$ cat src/rtl/gpio_bankfile_pkg.sv
package gpio_bankfile_pkg;

  localparam int unsigned LANES_PER_BANK = 8;
  localparam int unsigned HOLE_START     = 'h90;
  localparam int unsigned HOLE_SPAN      = 'h10;
  localparam int unsigned DIR_OFFSET     = 4;

  typedef logic [LANES_PER_BANK-1:0] lane_vec_t;

  // Number of banks needed for a given line count (rounded up).
  function automatic int unsigned bank_count(int unsigned lines);
    return (lines + LANES_PER_BANK - 1) / LANES_PER_BANK;
  endfunction

  // Start address of a bank, stepping over the reserved interrupt window.
  function automatic int unsigned bank_base(int unsigned bank);
    int unsigned addr;
    addr = (bank + 1) * LANES_PER_BANK;
    if (addr >= HOLE_START) addr = addr + HOLE_SPAN;
    return addr;
  endfunction

  // Lines actually present in a bank (the last one may be partial).
  function automatic int unsigned bank_lanes(int unsigned lines, int unsigned bank);
    if ((bank + 1) * LANES_PER_BANK <= lines) return LANES_PER_BANK;
    return lines - bank * LANES_PER_BANK;
  endfunction

endpackage

$ cat src/rtl/gpio_sync.sv
module gpio_sync #(
  parameter int unsigned WIDTH = 8
) (
  input  logic             clk,
  input  logic             rst_n,
  input  logic [WIDTH-1:0] async_in,
  output logic [WIDTH-1:0] sync_out
);

  logic [WIDTH-1:0] stage1_q;
  logic [WIDTH-1:0] stage2_q;

  always_ff @(posedge clk or negedge rst_n) begin
    if (!rst_n) begin
      stage1_q <= '0;
      stage2_q <= '0;
    end else begin
      stage1_q <= async_in;
      stage2_q <= stage1_q;
    end
  end

  assign sync_out = stage2_q;

endmodule

$ cat src/rtl/gpio_addr_decode.sv
module gpio_addr_decode
  import gpio_bankfile_pkg::*;
#(
  parameter int unsigned ADDR_W    = 12,
  parameter int unsigned NUM_BANKS = 19
) (
  input  logic [ADDR_W-1:0]    addr,
  output logic [NUM_BANKS-1:0] data_hit,
  output logic [NUM_BANKS-1:0] dir_hit,
  output logic                 any_hit
);

  for (genvar b = 0; b < NUM_BANKS; b++) begin : g_bank_dec
    localparam int unsigned BASE = bank_base(b);
    assign data_hit[b] = (addr == ADDR_W'(BASE));
    assign dir_hit[b]  = (addr == ADDR_W'(BASE + DIR_OFFSET));
  end

  assign any_hit = |{data_hit, dir_hit};

endmodule

$ cat src/rtl/gpio_bank.sv
module gpio_bank
  import gpio_bankfile_pkg::*;
#(
  parameter int unsigned LANES = 8
) (
  input  logic             clk,
  input  logic             rst_n,
  input  logic             wr_data_en,
  input  logic             wr_dir_en,
  input  lane_vec_t        wdata,
  input  logic [LANES-1:0] pin_sync,
  output logic [LANES-1:0] pin_out,
  output logic [LANES-1:0] pin_oe,
  output lane_vec_t        rd_data,
  output lane_vec_t        rd_dir
);

  localparam lane_vec_t LANE_MASK = lane_vec_t'((1 << LANES) - 1);

  lane_vec_t data_q;
  lane_vec_t dir_q;
  lane_vec_t sync_ext;

  always_ff @(posedge clk or negedge rst_n) begin
    if (!rst_n) begin
      data_q <= '0;
      dir_q  <= LANE_MASK;
    end else begin
      if (wr_data_en) data_q <= wdata & LANE_MASK;
      if (wr_dir_en)  dir_q  <= wdata & LANE_MASK;
    end
  end

  assign sync_ext = lane_vec_t'(pin_sync);
  assign pin_out  = data_q[LANES-1:0];
  assign pin_oe   = ~dir_q[LANES-1:0];
  assign rd_data  = ((dir_q & sync_ext) | (~dir_q & data_q)) & LANE_MASK;
  assign rd_dir   = dir_q;

  // a direction write alone leaves the stored data untouched
  assert_dir_wr_keeps_data_R11: assert property (@(posedge clk) disable iff (!rst_n)
    (wr_dir_en && !wr_data_en) |=> $stable(data_q));

  // output enables follow the written direction one edge later
  assert_oe_follows_dir_R5: assert property (@(posedge clk) disable iff (!rst_n)
    wr_dir_en |=> (pin_oe == ~$past(wdata[LANES-1:0])));

  // lanes that do not exist never hold a one
  assert_pad_lanes_zero_R8: assert property (@(posedge clk) disable iff (!rst_n)
    ((data_q & ~LANE_MASK) == '0) && ((dir_q & ~LANE_MASK) == '0));

endmodule

$ cat src/rtl/gpio_bankfile.sv
module gpio_bankfile
  import gpio_bankfile_pkg::*;
#(
  parameter int unsigned NUM_LINES = 148,
  parameter int unsigned ADDR_W    = 12
) (
  input  logic                 clk,
  input  logic                 rst_n,
  input  logic [ADDR_W-1:0]    bus_addr,
  input  logic                 bus_we,
  input  logic [31:0]          bus_wdata,
  output logic [31:0]          bus_rdata,
  input  logic [NUM_LINES-1:0] pin_in,
  output logic [NUM_LINES-1:0] pin_out,
  output logic [NUM_LINES-1:0] pin_oe
);

  localparam int unsigned NUM_BANKS = bank_count(NUM_LINES);

  logic [NUM_BANKS-1:0] data_hit;
  logic [NUM_BANKS-1:0] dir_hit;
  logic                 any_hit;
  logic [NUM_LINES-1:0] pin_sync;
  lane_vec_t            bank_rd_data [NUM_BANKS];
  lane_vec_t            bank_rd_dir  [NUM_BANKS];
  lane_vec_t            rd_mux;
  lane_vec_t            rdata_q;
  logic                 unused_wdata_hi;

  assign unused_wdata_hi = ^bus_wdata[31:LANES_PER_BANK];

  gpio_addr_decode #(
    .ADDR_W    (ADDR_W),
    .NUM_BANKS (NUM_BANKS)
  ) u_decode (
    .addr     (bus_addr),
    .data_hit (data_hit),
    .dir_hit  (dir_hit),
    .any_hit  (any_hit)
  );

  gpio_sync #(
    .WIDTH (NUM_LINES)
  ) u_sync (
    .clk      (clk),
    .rst_n    (rst_n),
    .async_in (pin_in),
    .sync_out (pin_sync)
  );

  for (genvar b = 0; b < NUM_BANKS; b++) begin : g_bank
    localparam int unsigned LANES = bank_lanes(NUM_LINES, b);
    localparam int unsigned LO    = b * LANES_PER_BANK;

    gpio_bank #(
      .LANES (LANES)
    ) u_bank (
      .clk        (clk),
      .rst_n      (rst_n),
      .wr_data_en (bus_we & data_hit[b]),
      .wr_dir_en  (bus_we & dir_hit[b]),
      .wdata      (bus_wdata[LANES_PER_BANK-1:0]),
      .pin_sync   (pin_sync[LO +: LANES]),
      .pin_out    (pin_out[LO +: LANES]),
      .pin_oe     (pin_oe[LO +: LANES]),
      .rd_data    (bank_rd_data[b]),
      .rd_dir     (bank_rd_dir[b])
    );
  end

  always_comb begin
    rd_mux = '0;
    for (int b = 0; b < NUM_BANKS; b++) begin
      if (data_hit[b]) rd_mux = rd_mux | bank_rd_data[b];
      if (dir_hit[b])  rd_mux = rd_mux | bank_rd_dir[b];
    end
  end

  always_ff @(posedge clk or negedge rst_n) begin
    if (!rst_n) rdata_q <= '0;
    else        rdata_q <= rd_mux;
  end

  assign bus_rdata = {{(32 - LANES_PER_BANK){1'b0}}, rdata_q};

  // at most one register answers any address
  assert_decode_onehot_R2: assert property (@(posedge clk) disable iff (!rst_n)
    $onehot0({data_hit, dir_hit}));

  // an unmapped read returns zero on the next edge
  assert_unmapped_read_zero_R7: assert property (@(posedge clk) disable iff (!rst_n)
    !any_hit |=> (bus_rdata == 32'd0));

  // an unmapped write moves no pin
  assert_unmapped_write_inert_R7: assert property (@(posedge clk) disable iff (!rst_n)
    (bus_we && !any_hit) |=> ($stable(pin_oe) && $stable(pin_out)));

endmodule

$ cat config.mk
export PLATFORM = sky130hd
export DESIGN_NAME = gpio_bankfile
export DESIGN_NICKNAME = d
export VERILOG_FILES = /design/src/rtl/gpio_bankfile_pkg.sv /design/src/rtl/gpio_sync.sv /design/src/rtl/gpio_addr_decode.sv /design/src/rtl/gpio_bank.sv /design/src/rtl/gpio_bankfile.sv
export SDC_FILE = /design/constraint.sdc
export NUM_CORES = 1
export LEC_CHECK = 0
export BUFFER_PORTS_ARGS = -buffer_cell sky130_fd_sc_hd__buf_4
export CELL_PAD_IN_SITES_DETAIL_PLACEMENT = 1
export CELL_PAD_IN_SITES_GLOBAL_PLACEMENT = 1
export CORE_MARGIN = 5
export CORE_UTILIZATION = 30
export CTS_CLUSTER_SIZE = 14
export DETAILED_ROUTE_END_ITERATION = 6
export PLACE_DENSITY_LB_ADDON = 0.1
export REMOVE_ABC_BUFFERS = 1
export SETUP_SLACK_MARGIN = 0.02
export SYNTH_ARGS = -nofsm -noshare
export SYNTH_HDL_FRONTEND = slang
export SYNTH_SLANG_ARGS = --single-unit
$ cat constraint.sdc
create_clock -name clk -period 2 [get_ports clk]
set_input_delay 0.4 -clock clk [delete_from_list [all_inputs] [get_ports clk]]
set_output_delay 0.4 -clock clk [all_outputs]
set_load 0.03 [all_outputs]
==> results.toml, run 1 <==
[run_status]
status = "complete, but fails checks"
failed_checks = "negative setup slack"

[synthesis]
synth_largest_area_cell = "dfrtp_1"
synth_edf_count = 0
ys_seq_area_share_pct = 64.3
syn_area_per_cell_um2 = 13.9
synth_area_leaders = "dfrtp_1, dfstp_2, mux2_1"
synth-seq-cells = 600
yosysWarnings = 0
async_reset_ff_share_pct = 100
synth.distinct_cells = 77
yosysMostFrequentCell = "dfrtp_1"
synth_flop_cell = "dfrtp_1"
synth_top_area_share_pct = 47.8
syn_inst = 1704
syn_area_um2 = 23600
synth_commonest_cells = "dfrtp_1, mux2_1, inv_1, mux2_2, dfstp_2"

[clocking]
clk_latency_ns = 0.64
clock-sinks = 600
cts_inserted_buffers = 71
cts_tree = "yes"
h-tree-depth = 3
cts_buffer_depth = 3
clk_pin_slew_worst_paths_ns = 0.06
cts_root_buf = "clkbuf_16"

[setup_path]
worst-r2r-setup-slack_ns = -0.23
timing.critical_path.buf_inv = 0
arrival_ns = 2.72
path_cells = "mux2_4 -> a32oi_1 -> o221ai_1 -> a21oi_2 -> nand4_1 -> or4_1"
critical_path.max_fanout = 2
cp-start-kind = "flip-flop"
critPathSlowestCell = "dfstp_2"
critPathCaptureType = "flip-flop"
critical-path-max-stage-delay_ns = 0.54
critical-path-top-delay-family = "simple AND/OR/NAND/NOR gates"
crit_required_ns = 2.49
path_class = "flip-flop to flip-flop"

[floorplan]
initial_utilization_pct = 30.1
die_y_um = 291
rows = 103
core_area_um2 = 78600
dieArea_um2 = 84500
ioPinCount = 523
die_w_um = 291

[grt]
grt_max_degree = 76
grtUsageTotal_pct = 27.3
grt_pass1_vias = 21000
grt_pass1_wl_um = 166000
grt_overflow_total = 0
antenna_found_initial = 5

[pwr]
power.density_nw_per_um2 = 767
ir_drop_mv = 0.554
p_leak_nw = 16.9

[place]
io_buffer_count = 474
hpwl_um = 91100
place.gp.congestion = 0.923

[routing]
wire_per_inst_um = 30.6
drt_iter0_markers = 1047
drc = 0
detail-route-antenna-nets = 0
wl_um = 118000
via_count = 19000
drtPass1Iterations = 5
routed_via_density = 4.90

[timing]
max_slew_margin_pct = 51.8
finalCritPeriodShare_pct = 112
max_slew.worst_pin.slew_ns = 0.723
finalSetupViolations = 5
maxSlewViolCount = 0
fmax_ghz = 0.448
rsz0062_at_grt = "true"
fin_worst_skew_ns = 0.0323
hold_slack_ns = 0.178
min_period_ns = 2.23
fin_ws_ns = -0.232
timing.final.hold_violations = 0

[final_layout]
layout.nets = 2954
drive_above_1_share_pct = 51.7
syn_to_final_growth_pct = 55.3
utilization_pct = 46.7

[min_path]
min_path_type = "primary input to flip-flop"

[job]
max-cap-violations = 0
-- worst register-to-register path, cell delays in order (launching register included) --
cell	delay [ns]
dfstp_2	0.54
mux2_4	0.33
a32oi_1	0.16
o221ai_1	0.17
a21oi_2	0.22
nand4_1	0.16
or4_1	0.52
-- sequential cells by signal, indices dropped and copies added, names as in the netlist --
name and flops:
g_bank.u_bank.data_q 4, g_bank.u_bank.pin_out 144, g_bank.u_bank.rd_dir 148, rdata_q 8
u_sync.stage1_q 148, u_sync.sync_out 148
-- path summary, 6_finish.rpt --
| path | startpoint | to | depth (start not counted) |
|---|---|---|---|
| max | g_bank[1].u_bank.rd_dir[1] | rdata_q[1] | 6 |
| min | bus_wdata[2] | g_bank[4].u_bank.rd_dir[2] | 3 |
| max reg2reg | g_bank[1].u_bank.rd_dir[1] | rdata_q[1] | 6 |
| min reg2reg | u_sync.stage1_q[4] | u_sync.sync_out[4] | 0 |
| max in group asynchronous | rst_n | g_bank[9].u_bank.rd_dir[2] | 4 |
| min in group asynchronous | rst_n | u_sync.stage1_q[17] | 2 |
-- cell usage in the layout (no fill, tap or decap), types with 55 or more instances in the layout --
cell,instances
dfrtp_1,452
buf_12,55
inv_1,138
buf_4,843
mux2_1,154
mux2i_1,73
mux2_2,142
clkbuf_16,73
dfstp_2,148
dlygate4sd3_1,149
-- logic make-up after synthesis --
logic type	Yosys count	share of synthesized area (%)
muxes	388	18.0
and+or+nand+nor	224	5.99
other	1	0.0159
AOI/OAI and AO/OA	226	6.68
buffers and inverters	265	5.02
DFF	600	64.3
-- per-layer routing --
metal	track usage, %	share of wire (%)	up-vias
li1	-	-	8128
met1	36.2	43	10100
met2	47.4	50	615
met3	4.50	5.0	129
met4	6.15	2.2	2
met5	0	0.0059	-
-- power breakdown --
group,leakage [nW],switching [mW],internal [mW]
registers,7.16,0.159,12.5
clock network,1.24,5.51,8.20
logic,8.52,1.01,0.773
total,16.9,6.68,21.5
-- stage by stage --
stage | power, mW | std cells | area, um^2 | TNS [ns] | setup slack, ns
after global placement | 14.4 | 3581 | 32100 | -115.67 | -1.02
final | 28.2 | 3870 | 36700 | -0.745 | -0.232
after detailed placement | 14.4 | 3581 | 32100 | -119.97 | -1.04
after CTS | 28.5 | 3863 | 36500 | -0.829 | -0.217
after floorplan | 13.0 | 1611 | 23100 | -89.29 | -0.723
after global routing | 29.1 | 3869 | 36700 | -0.984 | -0.273
-- timing repair --
action,CTS,global route
hold buffers,149,0
pin swaps,30,15
endpoints found under the setup margin,24,38
endpoints found under the hold margin,176,0
setup buffers,8,6
gates resized for setup,98,38
-- area by class of cell --
type	count	area [um^2]
inverter	149	568
sequential	600	15200
fill	8033	41900
timing repair buffer	1075	9240
tap	1050	1310
clock buffer	97	2060
antenna	2	5.00
multi-input combinational	862	7910
clock inverter	35	424
Note: power is estimated with default switching activity, not from simulation.
==> run 2, diff against run 1 <==
Settings changed: SETUP_SLACK_MARGIN 0.02 to default.
==> run 2 against run 1 <==
The flow still finishes with violations (negative setup slack); non-clock buffer count down 3; final cell count about the same; wire length about the same; clock skew down 0.0016 ns; via count down 0.27%; sequential share of layout area up 0.14 points; global-route usage about the same; register-to-register slack better by 0.04 ns; worst hold slack worse by 0.0036 ns; core utilization down 0.16 points; largest cell class unchanged; highest routed layer unchanged.
==> results.toml, run 2 (same netlist as run 1, synthesis figures left out) <==
[timing]
min_period_ns = 2.20
maxSlewViolCount = 0
timing.final.hold_violations = 0
rsz0062_at_grt = "true"
max_slew_margin_pct = 52.9
fin_ws_ns = -0.195
finalCritPeriodShare_pct = 110
fmax_ghz = 0.455
max_slew.worst_pin.slew_ns = 0.707
finalSetupViolations = 7
fin_worst_skew_ns = 0.0307

[routing]
via_count = 18900
routed_via_density = 4.89
wl_um = 118000
wire_per_inst_um = 30.6
detail-route-antenna-nets = 0
drt_iter0_markers = 1100
drtPass1Iterations = 5
drc = 0

[final_layout]
layout_common_cells = "buf_4, dfrtp_1, mux2_1"
drive_above_1_share_pct = 51.3
design_area_um2 = 36600
final_common_cell = "buf_4"
stdcell_count = 3869
syn_to_final_growth_pct = 54.8
layout.nets = 2951

[clocking]
clock-sinks = 600
cts_buffer_depth = 3
clk_pin_slew_worst_paths_ns = 0.06
cts_root_buf = "clkbuf_16"
h-tree-depth = 3
cts_tree = "yes"
cts_inserted_buffers = 71
clk_latency_ns = 0.64

[place]
io_buffer_count = 474
place_area_um2 = 32100
place.gp.congestion = 0.923
place_ws_ns = -1.04
hpwl_um = 91100
dp_cells = 3581

[run_status]
failed_checks = "negative setup slack"
status = "complete, but fails checks"

[floorplan]
die_w_um = 291
ioPinCount = 523
core_area_um2 = 78600
die_y_um = 291
dieArea_um2 = 84500
rows = 103
initial_utilization_pct = 30.1

[setup_path]
path_class = "primary input to flip-flop"
arrival_ns = 2.68
critical-path-max-stage-delay_ns = 0.52
critical_path.max_fanout = 16
critPathCaptureType = "flip-flop"
critPathSlowestCell = "or4_1"
cp_common_cell = "buf_4"
cp-start-kind = "primary input"
path_cells = "buf_4 -> buf_4 -> or4b_1 -> buf_4 -> o22ai_1 -> a221oi_2 -> o22a_1 -> nand4_1 -> or4_1"
crit_required_ns = 2.49

[pwr]
p_leak_nw = 16.9
ir_drop_mv = 0.554
p_total_mw = 28.2
power.density_nw_per_um2 = 769

[grt]
grt_pass1_wl_um = 166000
grtUsageTotal_pct = 27.4
grt_pass1_vias = 21000
antenna_found_initial = 4
grt_overflow_total = 0
grt_max_degree = 76

[job]
max-cap-violations = 0

[min_path]
min_path_type = "primary input to flip-flop"
run 2: stage by stage:
step,TNS [ns],hold WS [ns],utilization (%)
3_5_place_dp,-119.97,0.322,40.8
6_report,-0.733,0.174,46.6
4_1_cts,-0.829,0.141,46.3
5_1_grt,-0.993,0.168,46.5
2_1_floorplan,-89.29,0.104,-
3_3_place_gp,-115.67,0.317,40.8
run 2: what timing repair did:
action	in CTS	in global routing
buffers inserted	7	4
hold buffers	149	0
pin swaps	28	15
setup endpoints to repair	16	30
resized for setup	83	24
hold endpoints to repair	176	0
run 2: power breakdown:
part           switching (mW)  leakage [nW]  internal [mW]  total, mW
Sequential              0.158          7.16           12.5       12.7
Clock                    5.51          1.24           8.20       13.7
Combinational            1.01          8.46          0.771       1.78
run 2: critical path, delay by kind of cell:
| family | cells | cell delay [ns] |
|---|---|---|
| and+or+nand+nor | 3 | 0.81 |
| AOI/OAI and AO/OA | 3 | 0.83 |
| buffers and inverters | 3 | 0.64 |
run 2: worst paths after layout:
check                                                start  depth (start not counted)                    endpoint  slack [ns]
worst max-delay path                           bus_addr[7]                          9                  rdata_q[1]       -0.20
worst min-delay path                          bus_wdata[2]                          3  g_bank[4].u_bank.rd_dir[2]        0.17
worst max register to register  g_bank[1].u_bank.rd_dir[1]                          6                  rdata_q[1]       -0.19
worst min register to register          u_sync.stage1_q[4]                          0          u_sync.sync_out[4]        0.33
max in group asynchronous                            rst_n                          4  g_bank[9].u_bank.rd_dir[2]        0.86
min in group asynchronous                            rst_n                          2         u_sync.stage1_q[17]        0.27
run 2: routing by layer:
metal	part of all wire, %	global-route usage [%]	vias to the layer above
met1	43	36.1	10100
met2	50	47.4	612
met5	0.018	0	-
met4	2.3	6.16	4
li1	-	-	8119
met3	5.1	4.67	135
run 2: final cells by class:
type                            instances  area (um^2)
Clock inverter                         35          424
Inverter                              149          568
Multi-Input combinational cell        862         7860
Clock buffer                           97         2060
Tap cell                             1050         1310
Antenna cell                            4         10.0
Sequential cell                       600        15200
Fill cell                            8038        42000
Timing Repair Buffer                 1072         9170
